[config.mk]
export PLATFORM = sky130hd
export DESIGN_NAME = snoop_gen
export DESIGN_NICKNAME = d
export VERILOG_FILES = /design/src/rtl/snoop_gen_pkg.sv /design/src/rtl/snoop_own.sv /design/src/rtl/snoop_seq.sv /design/src/rtl/snoop_hit_det.sv /design/src/rtl/snoop_gen.sv
export SDC_FILE = /design/constraint.sdc
export NUM_CORES = 1
export LEC_CHECK = 0
export BUFFER_PORTS_ARGS = -buffer_cell sky130_fd_sc_hd__buf_2
export CAP_MARGIN = 20
export CORE_MARGIN = 4
export CORE_UTILIZATION = 30
export CTS_CLUSTER_DIAMETER = 60
export CTS_CLUSTER_SIZE = 10
export DETAILED_ROUTE_END_ITERATION = 10
export PLACE_DENSITY = 0.53
export SLEW_MARGIN = 20
export SYNTH_ARGS = -nofsm -noshare
export SYNTH_HDL_FRONTEND = slang
export SYNTH_SLANG_ARGS = --single-unit
[constraint.sdc]
create_clock -name clk -period 2.8 [get_ports clk]
set_input_delay 0.28 -clock clk [delete_from_list [all_inputs] [get_ports clk]]
set_output_delay 0.28 -clock clk [all_outputs]
set_load 0.005 [all_outputs]
[src/rtl/snoop_gen_pkg.sv]
// Shared types for the snoop cycle generator.
package snoop_gen_pkg;

    // Position within one snoop: idle, start strobe, retry gap, acknowledge.
    typedef enum logic [1:0] {
        SN_IDLE = 2'd0,
        SN_TS   = 2'd1,
        SN_GAP  = 2'd2,
        SN_ACK  = 2'd3
    } snoop_state_t;

endpackage

[src/rtl/snoop_own.sv]
// Address-bus ownership tracker.
// Takes the bus when a begin strobe lands on a PCI-aligned edge. On a
// PCI-aligned end strobe, releases the bus unless the arbiter says keep.
// Assumes begin and end are never both asserted in the same cycle.
module snoop_own (
    input  logic clk,
    input  logic rst_n,
    input  logic pci_phase,
    input  logic xfer_begin,
    input  logic xfer_end,
    input  logic keep_grant,
    output logic owned
);

    logic end_take;
    logic begin_take;

    assign end_take   = pci_phase && xfer_end && owned;
    assign begin_take = pci_phase && xfer_begin;

    // Ownership register: the release decision wins over a new begin.
    always_ff @(posedge clk) begin
        if (!rst_n) begin
            owned <= 1'b0;
        end else if (end_take && !keep_grant) begin
            owned <= 1'b0;
        end else if (begin_take) begin
            owned <= 1'b1;
        end
    end

    AST_KEEP_GRANT: assert property (@(posedge clk) disable iff (!rst_n)
        (end_take && keep_grant) |=> owned);
    AST_LOSE_GRANT: assert property (@(posedge clk) disable iff (!rst_n)
        (end_take && !keep_grant) |=> !owned);
    AST_PHASE_GATE: assert property (@(posedge clk) disable iff (!rst_n)
        !pci_phase |=> (owned == $past(owned)));

endmodule

[src/rtl/snoop_seq.sv]
// Snoop sequencer.
// Steps each accepted request through start, gap and acknowledge cycles,
// and keeps a one-deep hold slot for a request that arrives mid-snoop.
// Assumes the requester never offers a second request while one is held.
module snoop_seq
    import snoop_gen_pkg::*;
#(
    parameter int ADDR_W = 32
) (
    input  logic              clk,
    input  logic              rst_n,
    input  logic              owned,
    input  logic              req,
    input  logic [ADDR_W-1:0] req_addr,
    output snoop_state_t      state,
    output logic [ADDR_W-1:0] cur_addr
);

    logic              accept;
    logic              held;
    logic [ADDR_W-1:0] held_addr;

    assign accept = req && owned;

    // Snoop position and the address under snoop.
    always_ff @(posedge clk) begin
        if (!rst_n) begin
            state    <= SN_IDLE;
            cur_addr <= '0;
        end else begin
            case (state)
                SN_IDLE: begin
                    if (accept) begin
                        state    <= SN_TS;
                        cur_addr <= req_addr;
                    end
                end
                SN_TS:  state <= SN_GAP;
                SN_GAP: state <= SN_ACK;
                SN_ACK: begin
                    if (held) begin
                        state    <= SN_TS;
                        cur_addr <= held_addr;
                    end else if (accept) begin
                        state    <= SN_TS;
                        cur_addr <= req_addr;
                    end else begin
                        state <= SN_IDLE;
                    end
                end
                default: state <= SN_IDLE;
            endcase
        end
    end

    // One-deep hold slot for requests that arrive while a snoop runs.
    always_ff @(posedge clk) begin
        if (!rst_n) begin
            held      <= 1'b0;
            held_addr <= '0;
        end else begin
            case (state)
                SN_TS, SN_GAP: begin
                    if (accept && !held) begin
                        held      <= 1'b1;
                        held_addr <= req_addr;
                    end
                end
                SN_ACK: begin
                    if (held) begin
                        held <= accept;
                        if (accept) begin
                            held_addr <= req_addr;
                        end
                    end
                end
                default: held <= 1'b0;
            endcase
        end
    end

    AST_TS_ONE_CYCLE: assert property (@(posedge clk) disable iff (!rst_n)
        (state == SN_TS) |=> (state == SN_GAP));
    AST_ACK_ONE_CYCLE: assert property (@(posedge clk) disable iff (!rst_n)
        (state == SN_ACK) |=> (state != SN_ACK));
    AST_ADDR_STEADY: assert property (@(posedge clk) disable iff (!rst_n)
        (state == SN_GAP || state == SN_ACK) |-> $stable(cur_addr));
    AST_HELD_STARTS: assert property (@(posedge clk) disable iff (!rst_n)
        (state == SN_ACK && held) |=> (state == SN_TS));

endmodule

[src/rtl/snoop_hit_det.sv]
// Retry window checker.
// Samples the retry input at the end of the gap cycle and at the end of
// the acknowledge cycle only. Reports a hit as a one-cycle pulse in the
// cycle after the acknowledge, together with the snooped address.
module snoop_hit_det
    import snoop_gen_pkg::*;
#(
    parameter int ADDR_W = 32
) (
    input  logic              clk,
    input  logic              rst_n,
    input  snoop_state_t      state,
    input  logic              artry_n,
    input  logic [ADDR_W-1:0] cur_addr,
    output logic              snoop_hit,
    output logic [ADDR_W-1:0] hit_addr
);

    logic seen;
    logic hit_now;

    assign hit_now = (state == SN_ACK) && (seen || !artry_n);

    // Retry seen at the first window edge (end of the gap cycle).
    always_ff @(posedge clk) begin
        if (!rst_n) begin
            seen <= 1'b0;
        end else if (state == SN_TS) begin
            seen <= 1'b0;
        end else if (state == SN_GAP) begin
            seen <= !artry_n;
        end
    end

    // Hit pulse and captured address.
    always_ff @(posedge clk) begin
        if (!rst_n) begin
            snoop_hit <= 1'b0;
            hit_addr  <= '0;
        end else begin
            snoop_hit <= hit_now;
            if (hit_now) begin
                hit_addr <= cur_addr;
            end
        end
    end

    AST_HIT_ONE_CYCLE: assert property (@(posedge clk) disable iff (!rst_n)
        snoop_hit |=> !snoop_hit);
    AST_HIT_AFTER_ACK: assert property (@(posedge clk) disable iff (!rst_n)
        snoop_hit |-> ($past(state) == SN_ACK));

endmodule

[src/rtl/snoop_gen.sv]
// CPU bus snoop cycle generator (top).
// Joins ownership tracking, the snoop sequencer and the retry window
// checker, and forms the active-low bus strobes. Runs on the CPU clock.
// Assumes a 2:1 CPU-to-PCI clock ratio, marked by pci_phase, and that
// no release is requested while a snoop is running or held.
module snoop_gen
    import snoop_gen_pkg::*;
#(
    parameter int ADDR_W = 32
) (
    input  logic              clk,
    input  logic              rst_n,
    input  logic              pci_phase,
    input  logic              xfer_begin,
    input  logic              xfer_end,
    input  logic              keep_grant,
    input  logic              snoop_req,
    input  logic [ADDR_W-1:0] snoop_addr,
    input  logic              artry_n,
    output logic              ts_n,
    output logic              aack_n,
    output logic              aack_oe,
    output logic              addr_sel_n,
    output logic              addr_oe_n,
    output logic [ADDR_W-1:0] cpu_addr,
    output logic              snoop_hit,
    output logic [ADDR_W-1:0] hit_addr
);

    logic         owned;
    snoop_state_t state;

    snoop_own u_own (
        .clk        (clk),
        .rst_n      (rst_n),
        .pci_phase  (pci_phase),
        .xfer_begin (xfer_begin),
        .xfer_end   (xfer_end),
        .keep_grant (keep_grant),
        .owned      (owned)
    );

    snoop_seq #(.ADDR_W(ADDR_W)) u_seq (
        .clk      (clk),
        .rst_n    (rst_n),
        .owned    (owned),
        .req      (snoop_req),
        .req_addr (snoop_addr),
        .state    (state),
        .cur_addr (cpu_addr)
    );

    snoop_hit_det #(.ADDR_W(ADDR_W)) u_hit (
        .clk       (clk),
        .rst_n     (rst_n),
        .state     (state),
        .artry_n   (artry_n),
        .cur_addr  (cpu_addr),
        .snoop_hit (snoop_hit),
        .hit_addr  (hit_addr)
    );

    // Bus strobes decoded from the registered state.
    always_comb begin
        ts_n       = (state != SN_TS);
        aack_n     = (state != SN_ACK);
        aack_oe    = owned;
        addr_sel_n = !owned;
        addr_oe_n  = !owned;
    end

    AST_OE_IN_SNOOP: assert property (@(posedge clk) disable iff (!rst_n)
        (!ts_n || !aack_n) |-> !addr_oe_n);
    AST_ACK_FOLLOWS_TS: assert property (@(posedge clk) disable iff (!rst_n)
        !aack_n |-> !$past(ts_n, 2));

endmodule

**After elaboration in Yosys (flattened, before gate mapping)**

Index checks and enable logic that the tools add are counted.

- Output and inout port bits: 70
- Logic and storage cells: 51
- Input bits: 40
- Bits in registers: 102

- Reduce and logical (&&, ||, !) cells: 19
- Multiplexer cells: 14
- Equal/unequal tests: 9
- Bitwise logic cells: 1

Operator list:

| operator | number |
|---|---|
| $mux W32 | 5 |
| $pmux W32 S2 | 2 |
| $pmux W2 S4 | 1 |
| $logic_and A1 B1 Y1 | 7 |
| $ne A2 B1 Y1 const B | 3 |
| $ne A2 B2 Y1 const B | 3 |
| $reduce_or A2 Y1 | 3 |
| $eq A2 B2 Y1 const B | 2 |
| $logic_not A1 Y1 | 4 |
| $mux W2 | 2 |
| $reduce_and A4 Y1 | 1 |
| $reduce_bool A2 Y1 | 2 |
| $mux W1 | 3 |
| $eq A2 B1 Y1 const B | 1 |
| $logic_not A2 Y1 | 1 |
| $pmux W1 S2 | 1 |
| $logic_or A1 B1 Y1 | 1 |
| $not A1 Y1 | 1 |

**Depth between registers and ports, before layout**

Gate-level depths: netlist of the first run.

- Word-level depth: 4
- Mapped depth: 7

**By module**

A second synthesis of the first run with hierarchy kept.

- Cell total of the unflattened synthesis: 545
- Area total of the unflattened synthesis: 4743.3 um^2

Modules (own cells, without submodules):

| module | cells an instance | instances | area each (um^2) | seq. area each (um^2) |
|---|---|---|---|---|
| snoop_seq | 390 | 1 | 3295.7 | 1341.3 |
| snoop_hit_det | 147 | 1 | 1378.8 | 680.7 |
| snoop_own | 4 | 1 | 47.5 | 20.0 |
| snoop_gen | 4 | 1 | 21.3 | 0.0 |

**Worst setup path after synthesis of the first run**

Ideal clock, no wire load.

- Kind: register to register
- Start point: register u_seq.state[0]
- End point: register u_seq.held_addr[0]
- Slack: 0.823 ns
- Clock period less this slack: 1.977 ns
- Stages on the path, launching flop included: 8
- Data required time: 2.728 ns
- Arrival: 1.905 ns
- Path through: dfxtp_1 > inv_1 > ha_1 > buf_2 > or3b_1 > a21oi_4 > buf_12 > mux2i_1

- Longest elaborated chain between the ends: 4
- Elaborated cells on any way between the ends: 10

RTL lines:

| element | RTL line | text |
|---|---|---|
| start, declared | snoop_seq.sv:15 | `output snoop_state_t state,` |
| start signal, assigned | snoop_seq.sv:28 | `state <= SN_IDLE;` |
| start signal, assigned | snoop_seq.sv:34 | `state <= SN_TS;` |
| start signal, assigned | snoop_seq.sv:38 | `SN_TS: state <= SN_GAP;` |
| $eq A2 B2 Y1 or $eq A2 B1 Y1 (tied branches) | snoop_seq.sv:62 | `case (state)` |
| $reduce_or A2 Y1 | snoop_seq.sv:62 |  |
| $ne A2 B1 Y1 (no line) or $reduce_bool A2 Y1 (tied branches) | n/a |  |
| $reduce_and A4 Y1 (no line) | n/a |  |
| end signal, assigned | snoop_seq.sv:66 | `held_addr <= req_addr;` |
| end signal, assigned | snoop_seq.sv:73 | `held_addr <= req_addr;` |
| end, declared | snoop_seq.sv:21 | `logic [ADDR_W-1:0] held_addr;` |

Parallel ways exist; a longest one is shown, timed or not.
A chain may end at the register's enable or synchronous reset.

**Worst setup path in the final report of the first run**

- Start point: register u_seq.state[0]
- End point: register u_seq.held_addr[7]

The elaborated chain is that of the path after synthesis.

==> insert_results.sql, run 1 <==
INSERT INTO impl_metrics (metric_group, metric, value, unit) VALUES
('layout', 'drive_above_1_share', '31.1', '%'),
('power', 'portion_of_total_power_attributed_to_sequential_cells', '45.7', '%'),
('synth', 'synth_enable_flop_cells', '0', ''),
('timing', 'finalHoldViolCount', '0', ''),
('synth', 'mappedNetlistArea', '4590', 'um^2'),
('clocking', 'cts_resized', '0', ''),
('synth', 'yosys.cell_types.count', '28', ''),
('drt', 'drt_drc_violations_left', '0', ''),
('drt', 'avg_wl_per_cell', '17.6', 'um'),
('setup_path', 'worstSetupStartpointType', 'register', ''),
('power', 'cellInternalPower', '2.43', 'mW'),
('die', 'rows', '44', ''),
('setup_path', 'crit_slowest_cell', 'a21oi_4', ''),
('run_status', 'run_status', 'completed', ''),
('timing', 'timing.final.crit_share', '82.6', '%'),
('layout', 'area_growth', '21.2', '%'),
('clocking', 'cts_tree', 'done', ''),
('layout', 'post_layout_net_count', '610', ''),
('setup_path', 'worstPathBufferInverterCount', '3', ''),
('timing', 'tightestPinTransition', '0.846', 'ns'),
('setup_path', 'critical_path.max_stage_delay', '0.49', 'ns'),
('timing', 'achievable-frequency', '432', 'MHz'),
('placed_design', 'port_buffers', '109', ''),
('clocking', 'clkLatencyLatePin', '0.35', 'ns'),
('global_routing', 'grt_util_all_layers', '15.5', '%'),
('clocking', 'holdBufCountCts', '0', ''),
('die', 'die_width', '132', 'um'),
('timing', 'slew_viol_final', '0', ''),
('synth', 'postSynth.asyncResetShare', '0', '%'),
('clocking', 'cts_made_buffers', '9', ''),
('synth', 'synth_fp_nets', '530', ''),
('global_routing', 'grt_pass1_vias', '3941', ''),
('setup_path', 'worst_path_max_fanout', '18', ''),
('placed_design', 'post-dp-hpwl', '9080', 'um'),
('timing', 'maxSlewHeadroom', '43.5', '%'),
('die', 'initial_core_util', '31.1', '%'),
('drt', 'routed_wl', '13300', 'um'),
('setup_path', 'critPathKind', 'register to register', ''),
('drt', 'routed_via_density', '5.20', ''),
('placed_design', 'gp_routability_congestion', '0.782', ''),
('clocking', 'clk_path_buf_depth', '2', ''),
('global_routing', 'met2_usage_grt', '24.8', '%'),
('die', 'floorplan.core_area', '14800', 'um^2'),
('power', 'total_power_density_per_cell_area', '631', 'nW/um^2'),
('timing', 'setup_total_negative_slack', '0', 'ns'),
('layout', 'final_cell_count_no_fill', '753', ''),
('global_routing', 'global_route.overflow_total', '0', ''),
('synth', 'synthFlopType', 'dfxtp_1', ''),
('clocking', 'postCtsSetupBuffers', '0', ''),
('setup_path', 'critPathTopFamily', 'buffers and inverters', ''),
('global_routing', 'grt_max_degree', '54', ''),
('timing', 'final.min_clock_period', '2.31', 'ns'),
('timing', 'grt_setup_unrepaired', 'false', ''),
('global_routing', 'met3_usage', '3.05', '%'),
('drt', 'first_pass_iters', '5', ''),
('drt', 'drt.antenna.violating_nets', '0', ''),
('synth', 'netlist_instances', '484', ''),
('setup_path', 'cell_chain_critical_path', 'inv_1, ha_1, buf_4, nand3b_1, a21oi_4, buf_12, mux2i_1', ''),
('die', 'floorplan.die.height', '132', 'um'),
('timing', 'fin_worst_skew', '0.0111', 'ns'),
('die', 'design.portCount', '110', ''),
('synth', 'synth.avg_cell_area', '9.49', 'um^2'),
('run', 'max_cap_viol_count', '0', ''),
('power', 'totalPowerFinal', '3.51', 'mW'),
('setup_path', 'timing.critical_path.arrival', '2.59', 'ns'),
('power', 'switchingPower', '1.08', 'mW'),
('die', 'dieArea', '17400', 'um^2'),
('power', 'ir_worst_vdd', '0.287', 'mV'),
('global_routing', 'antenna_found_initial', '0', ''),
('clocking', 'tritoncts_num_sinks', '102', ''),
('drt', 'detailedRoute.firstIterationViolations', '292', '');
[per-stage QoR]
| stage | util (%) | hold WS, ns | setup slack (ns) | instance area [um^2] |
|---|---|---|---|---|
| after global routing | 37.7 | 0.181 | 0.341 | 5570 |
| final | 37.7 | 0.165 | 0.486 | 5570 |
| after CTS | 37.6 | 0.149 | 0.488 | 5540 |
| after global placement | 35.6 | 0.436 | 0.620 | 5260 |
| after detailed placement | 35.6 | 0.442 | 0.506 | 5260 |
| after floorplan | - | 0.395 | 0.823 | 4590 |
[state kept, by name, indices dropped and copies added (netlist names)]
name / count
u_hit.hit_addr: 32
u_hit.seen: 1
u_hit.snoop_hit: 1
u_own.owned: 1
u_seq.cur_addr: 32
u_seq.held: 1
u_seq.held_addr: 32
u_seq.state: 2
[per-layer routing]
metal | part of all wire (%) | vias up | routed length [um]
met1 | 48 | 1873 | 6350
li1 | - | 1921 | -
met2 | 45 | 106 | 5990
met5 | 0 | - | 0
met4 | 2.1 | 0 | 282
met3 | 4.9 | 18 | 650
[synthesized netlist by cell type, drive strengths merged (6+ instances only)]
library cell / count / share of area, %
dfxtp: 102 / 44
nand2: 68 / 5.6
nand3b: 65 / 11
a21oi: 38 / 4.4
clkbuf: 34 / 2.8
mux2i: 33 / 7.2
o21ai: 33 / 3.6
o221a: 32 / 7.8
o31a: 32 / 6.1
buf: 21 / 3.3
inv: 7 / 0.57
ha: 6 / 1.6
[final cells by class]
| cell class | count | area (um^2) |
|---|---|---|
| clock buffers | 9 | 225 |
| clock inverters | 7 | 56.3 |
| fillers | 1523 | 9190 |
| inverters | 7 | 26.3 |
| multi-input cells | 320 | 2270 |
| flip-flops and latches | 102 | 2040 |
| well taps | 184 | 230 |
| repair buffers | 124 | 718 |
[power by group through the flow]
stage / combinational [mW] / clock [mW] / sequential, mW
3_3_place_gp: 0.685 / 0 / 1.63
6_report: 0.701 / 1.21 / 1.60
5_1_grt: 0.778 / 1.30 / 1.62
2_1_floorplan: 0.456 / 0 / 1.62
4_1_cts: 0.700 / 1.24 / 1.60
3_5_place_dp: 0.697 / 0 / 1.64
[placed cells by master, fill, tap and decap left out, drive strengths merged]
cell       n
a21boi     1
a2111oi    1
nand3b    65
a21oi     38
and2       1
clkinv     4
o31a      32
and3b      1
nor2b      1
nor2       2
buf      124
clkbuf     9
inv       10
o221a     32
mux2i     33
nand2     68
dfxtp    102
or3b       1
o21ai     33
a21o       1
and4b      1
nor3       2
o32ai      1
ha         6
[final timing paths]
kind / start / end / slack [ns] / cells after the start
worst max-delay path: u_seq.state[0] / u_seq.held_addr[7] / 0.49 / 7
worst min-delay path: artry_n / u_hit.seen / 0.16 / 2
worst min register to register: u_seq.held_addr[22] / u_seq.held_addr[22] / 0.45 / 2
worst max register to register: u_seq.state[0] / u_seq.held_addr[7] / 0.49 / 7
[logic make-up (layout without fill, tap and decap cells)]
group | Yosys count | count (layout) | synth area share, %
fa+ha+maj | 6 | 6 | 1.63
simple gates | 142 | 142 | 17.4
flops | 102 | 102 | 44.4
mux | 33 | 33 | 7.19
compound gates | 139 | 139 | 22.6
buf+inv | 62 | 147 | 6.67
(Power assumes the default switching activity.)
==> run 2: changes to the inputs <==
--- a/config.mk
+++ b/config.mk
@@ -12,7 +12,7 @@
 export CTS_CLUSTER_DIAMETER = 60
 export CTS_CLUSTER_SIZE = 10
 export DETAILED_ROUTE_END_ITERATION = 10
-export PLACE_DENSITY = 0.53
+export PLACE_DENSITY = 0.55
 export SLEW_MARGIN = 20
 export SYNTH_ARGS = -nofsm -noshare
 export SYNTH_HDL_FRONTEND = slang
==> constraint.sdc (replaced) <==
create_clock -name clk -period 2.1 [get_ports clk]
set_input_delay 0.21 -clock clk [delete_from_list [all_inputs] [get_ports clk]]
set_output_delay 0.21 -clock clk [all_outputs]
set_load 0.005 [all_outputs]
==> run 2 against run 1 <==
Against the previous run:
- utilization rose by 0.21 points
- clock power rose by 22%
- via count fell by 1.7%
- total power rose by 31%
- sequential power rose by 32%
- cell count rose by 0.80%
- sequential share of layout area fell by 0.20 points
- maximum frequency rose by 17%
- combinational power rose by 41%
- flip-flop and latch count did not move
- critical endpoint unchanged
==> insert_results.sql, run 2 (same netlist as run 1, synthesis figures left out) <==
INSERT INTO impl_metrics (metric_group, metric, value, unit) VALUES
('power', 'totalPowerFinal', '4.59', 'mW'),
('drt', 'vias', '3852', ''),
('layout', 'drive_above_1_share', '31.1', '%'),
('drt', 'drt.antenna.violating_nets', '0', ''),
('drt', 'drt_drc_violations_left', '0', ''),
('die', 'floorplan.die.height', '132', 'um'),
('placed_design', 'port_buffers', '109', ''),
('global_routing', 'grt_pass1_wl', '21000', 'um'),
('die', 'rows', '44', ''),
('clocking', 'clk_path_buf_depth', '2', ''),
('timing', 'grt_setup_unrepaired', 'false', ''),
('global_routing', 'grt_pass1_vias', '3895', ''),
('layout', 'final.fill_count', '1495', ''),
('clocking', 'tritoncts_num_sinks', '102', ''),
('hold_path', 'timing.hold.worst_endpoint', 'u_hit.seen', ''),
('global_routing', 'antenna_found_initial', '0', ''),
('layout', 'reg_top3', 'u_hit.hit_addr: 32 flops, u_seq.cur_addr: 32 flops, u_seq.held_addr: 32 flops', ''),
('timing', 'fin_worst_skew', '0.00446', 'ns'),
('clocking', 'cts_resized', '0', ''),
('setup_path', 'timing.critical_path.mode_cell', 'buf_4', ''),
('setup_path', 'timing.critical_path.arrival', '2.25', 'ns'),
('setup_path', 'worstSetupStartpointType', 'register', ''),
('global_routing', 'grt_max_degree', '41', ''),
('setup_path', 'worst_ep_required_time', '2.37', 'ns'),
('placed_design', 'post-dp-hpwl', '9160', 'um'),
('drt', 'avg_wl_per_cell', '17.2', 'um'),
('setup_path', 'worstReg2RegEnd', 'u_seq.held_addr[7]', ''),
('power', 'p_leak', '2.18', 'nW'),
('drt', 'detailedRoute.firstIterationViolations', '173', ''),
('power', 'total_power_density_per_cell_area', '820', 'nW/um^2'),
('hold_path', 'hold_path.class', 'primary input to register', ''),
('power', 'swShare', '29.6', '%'),
('timing', 'slew_viol_final', '0', ''),
('power', 'switchingPower', '1.36', 'mW'),
('setup_path', 'critical_path.max_stage_delay', '0.34', 'ns'),
('setup_path', 'worst_path_max_fanout', '17', ''),
('die', 'dieArea', '17400', 'um^2'),
('global_routing', 'grt_util_all_layers', '15.0', '%'),
('run', 'max_cap_viol_count', '0', ''),
('layout', 'area_growth', '21.9', '%'),
('power', 'clockPowerShare', '32.2', '%'),
('power', 'ir_worst_vdd', '0.458', 'mV'),
('layout', 'register_area', '2040', 'um^2'),
('setup_path', 'regToRegSetupSlack', '0.11', 'ns'),
('timing', 'timing.final.crit_share', '94.5', '%'),
('setup_path', 'critical_path.reg2reg.startpoint', 'u_seq.state[0]', ''),
('setup_path', 'worstPathBufferInverterCount', '3', ''),
('timing', 'maxSlewHeadroom', '64.1', '%'),
('clocking', 'h-tree-depth', '3', ''),
('timing', 'setup_total_negative_slack', '0', 'ns'),
('clocking', 'clock-root-buffer', 'clkbuf_16', ''),
('setup_path', 'timing.reg2reg.worst_path_depth', '7', ''),
('setup_path', 'critPathTopFamily', 'buffers and inverters', ''),
('clocking', 'holdBufCountCts', '0', ''),
('timing', 'final.min_clock_period', '1.99', 'ns'),
('setup_path', 'critical_path.endpoint_type', 'register', ''),
('die', 'initial_core_util', '31.1', '%'),
('die', 'design.portCount', '110', ''),
('clocking', 'cts_made_buffers', '9', ''),
('layout', 'area_used_by_multi_input_combinational_logic', '2260', 'um^2'),
('layout', 'final_common_cell', 'buf_2', ''),
('layout', 'post_layout_net_count', '619', ''),
('hold_path', 'timing.hold.worst_path_depth', '2', ''),
('die', 'die_width', '132', 'um'),
('run_status', 'run_status', 'completed', ''),
('drt', 'first_pass_iters', '4', ''),
('timing', 'setup-violations-final', '0', ''),
('setup_path', 'worstSetupPathDepth', '7', ''),
('drt', 'routed_wl', '13100', 'um'),
('layout', 'antenna_cells_inserted', '0', ''),
('die', 'floorplan.core_area', '14800', 'um^2'),
('layout', 'layout.cells.most_common_list', 'buf_2 (108), dfxtp_1 (102), nand2_1 (68)', ''),
('power', 'cellInternalPower', '3.23', 'mW'),
('clocking', 'postCtsSetupBuffers', '0', ''),
('timing', 'tightestPinTransition', '0.538', 'ns'),
('setup_path', 'critPathKind', 'register to register', ''),
('power', 'combinationalPowerShare', '21.5', '%'),
('placed_design', 'gp_routability_congestion', '0.704', ''),
('clocking', 'clkTransAtPathRegs', '0.06', 'ns'),
('layout', 'final_standard_cell_utilization_of_the_core', '37.9', '%'),
('clocking', 'clkLatencyLatePin', '0.34', 'ns'),
('clocking', 'cts_tree', 'done', ''),
('timing', 'finalHoldViolCount', '0', ''),
('drt', 'routed_via_density', '5.08', ''),
('hold_path', 'hp-start', 'artry_n', ''),
('timing', 'achievable-frequency', '504', 'MHz'),
('setup_path', 'cell_chain_critical_path', 'inv_1, ha_1, buf_4, nand3b_1, a21oi_4, buf_4, mux2i_1', ''),
('power', 'portion_of_total_power_attributed_to_sequential_cells', '46.3', '%'),
('global_routing', 'global_route.overflow_total', '0', ''),
('setup_path', 'crit_slowest_cell', 'dfxtp_1', '');
-- run 2: metal layers --
metal	routed length, um	track usage (%)
met5	0	0
met2	6350	25.9
met4	206	5.48
met1	6020	18.6
met3	490	2.86
-- run 2: power by group through the flow --
stage	combinational [mW]	clock, mW	sequential [mW]
after floorplan	0.608	0	2.16
after global placement	0.966	0	2.16
after detailed placement	1.00	0	2.17
after CTS	1.00	1.52	2.12
after global routing	1.09	1.59	2.13
final	0.986	1.48	2.12
-- run 2: layout make-up --
cell class	instances	share of cell area, %
Clock buffer	11	4.16
Timing Repair Buffer	133	14.1
Tap cell	184	4.11
Sequential cell	102	36.5
Inverter	7	0.469
Clock inverter	2	0.223
Multi-Input combinational cell	320	40.4
-- run 2: worst reg2reg max path, delay by kind of cell (launching register included) --
kind | cells | cell delay, ns
buffers and inverters | 3 | 0.58
AOI/OAI and AO/OA | 1 | 0.22
and+or+nand+nor | 1 | 0.22
adders and majority gates | 1 | 0.34
DFF | 1 | 0.34
muxes | 1 | 0.23
-- run 2: worst max path at each step --
stage                          endpoint      startpoint
floorplan            u_seq.held_addr[0]  u_seq.state[0]
detailed placement  u_seq.held_addr[14]  u_seq.state[0]
global placement    u_seq.held_addr[16]  u_seq.state[0]
global route         u_seq.held_addr[9]  u_seq.state[0]
finish               u_seq.held_addr[7]  u_seq.state[0]
CTS                  u_seq.held_addr[7]  u_seq.state[0]
-- run 2: stage by stage --
stage / worst slack [ns] / hold WS (ns) / area, um^2 / cells
floorplan: 0.123 / 0.325 / 4590 / 484
global placement: 0.231 / 0.436 / 5350 / 746
detailed placement: 0.125 / 0.441 / 5350 / 746
CTS: 0.111 / 0.0882 / 5600 / 759
global route: 0.00923 / 0.101 / 5600 / 759
finish: 0.115 / 0.102 / 5600 / 759
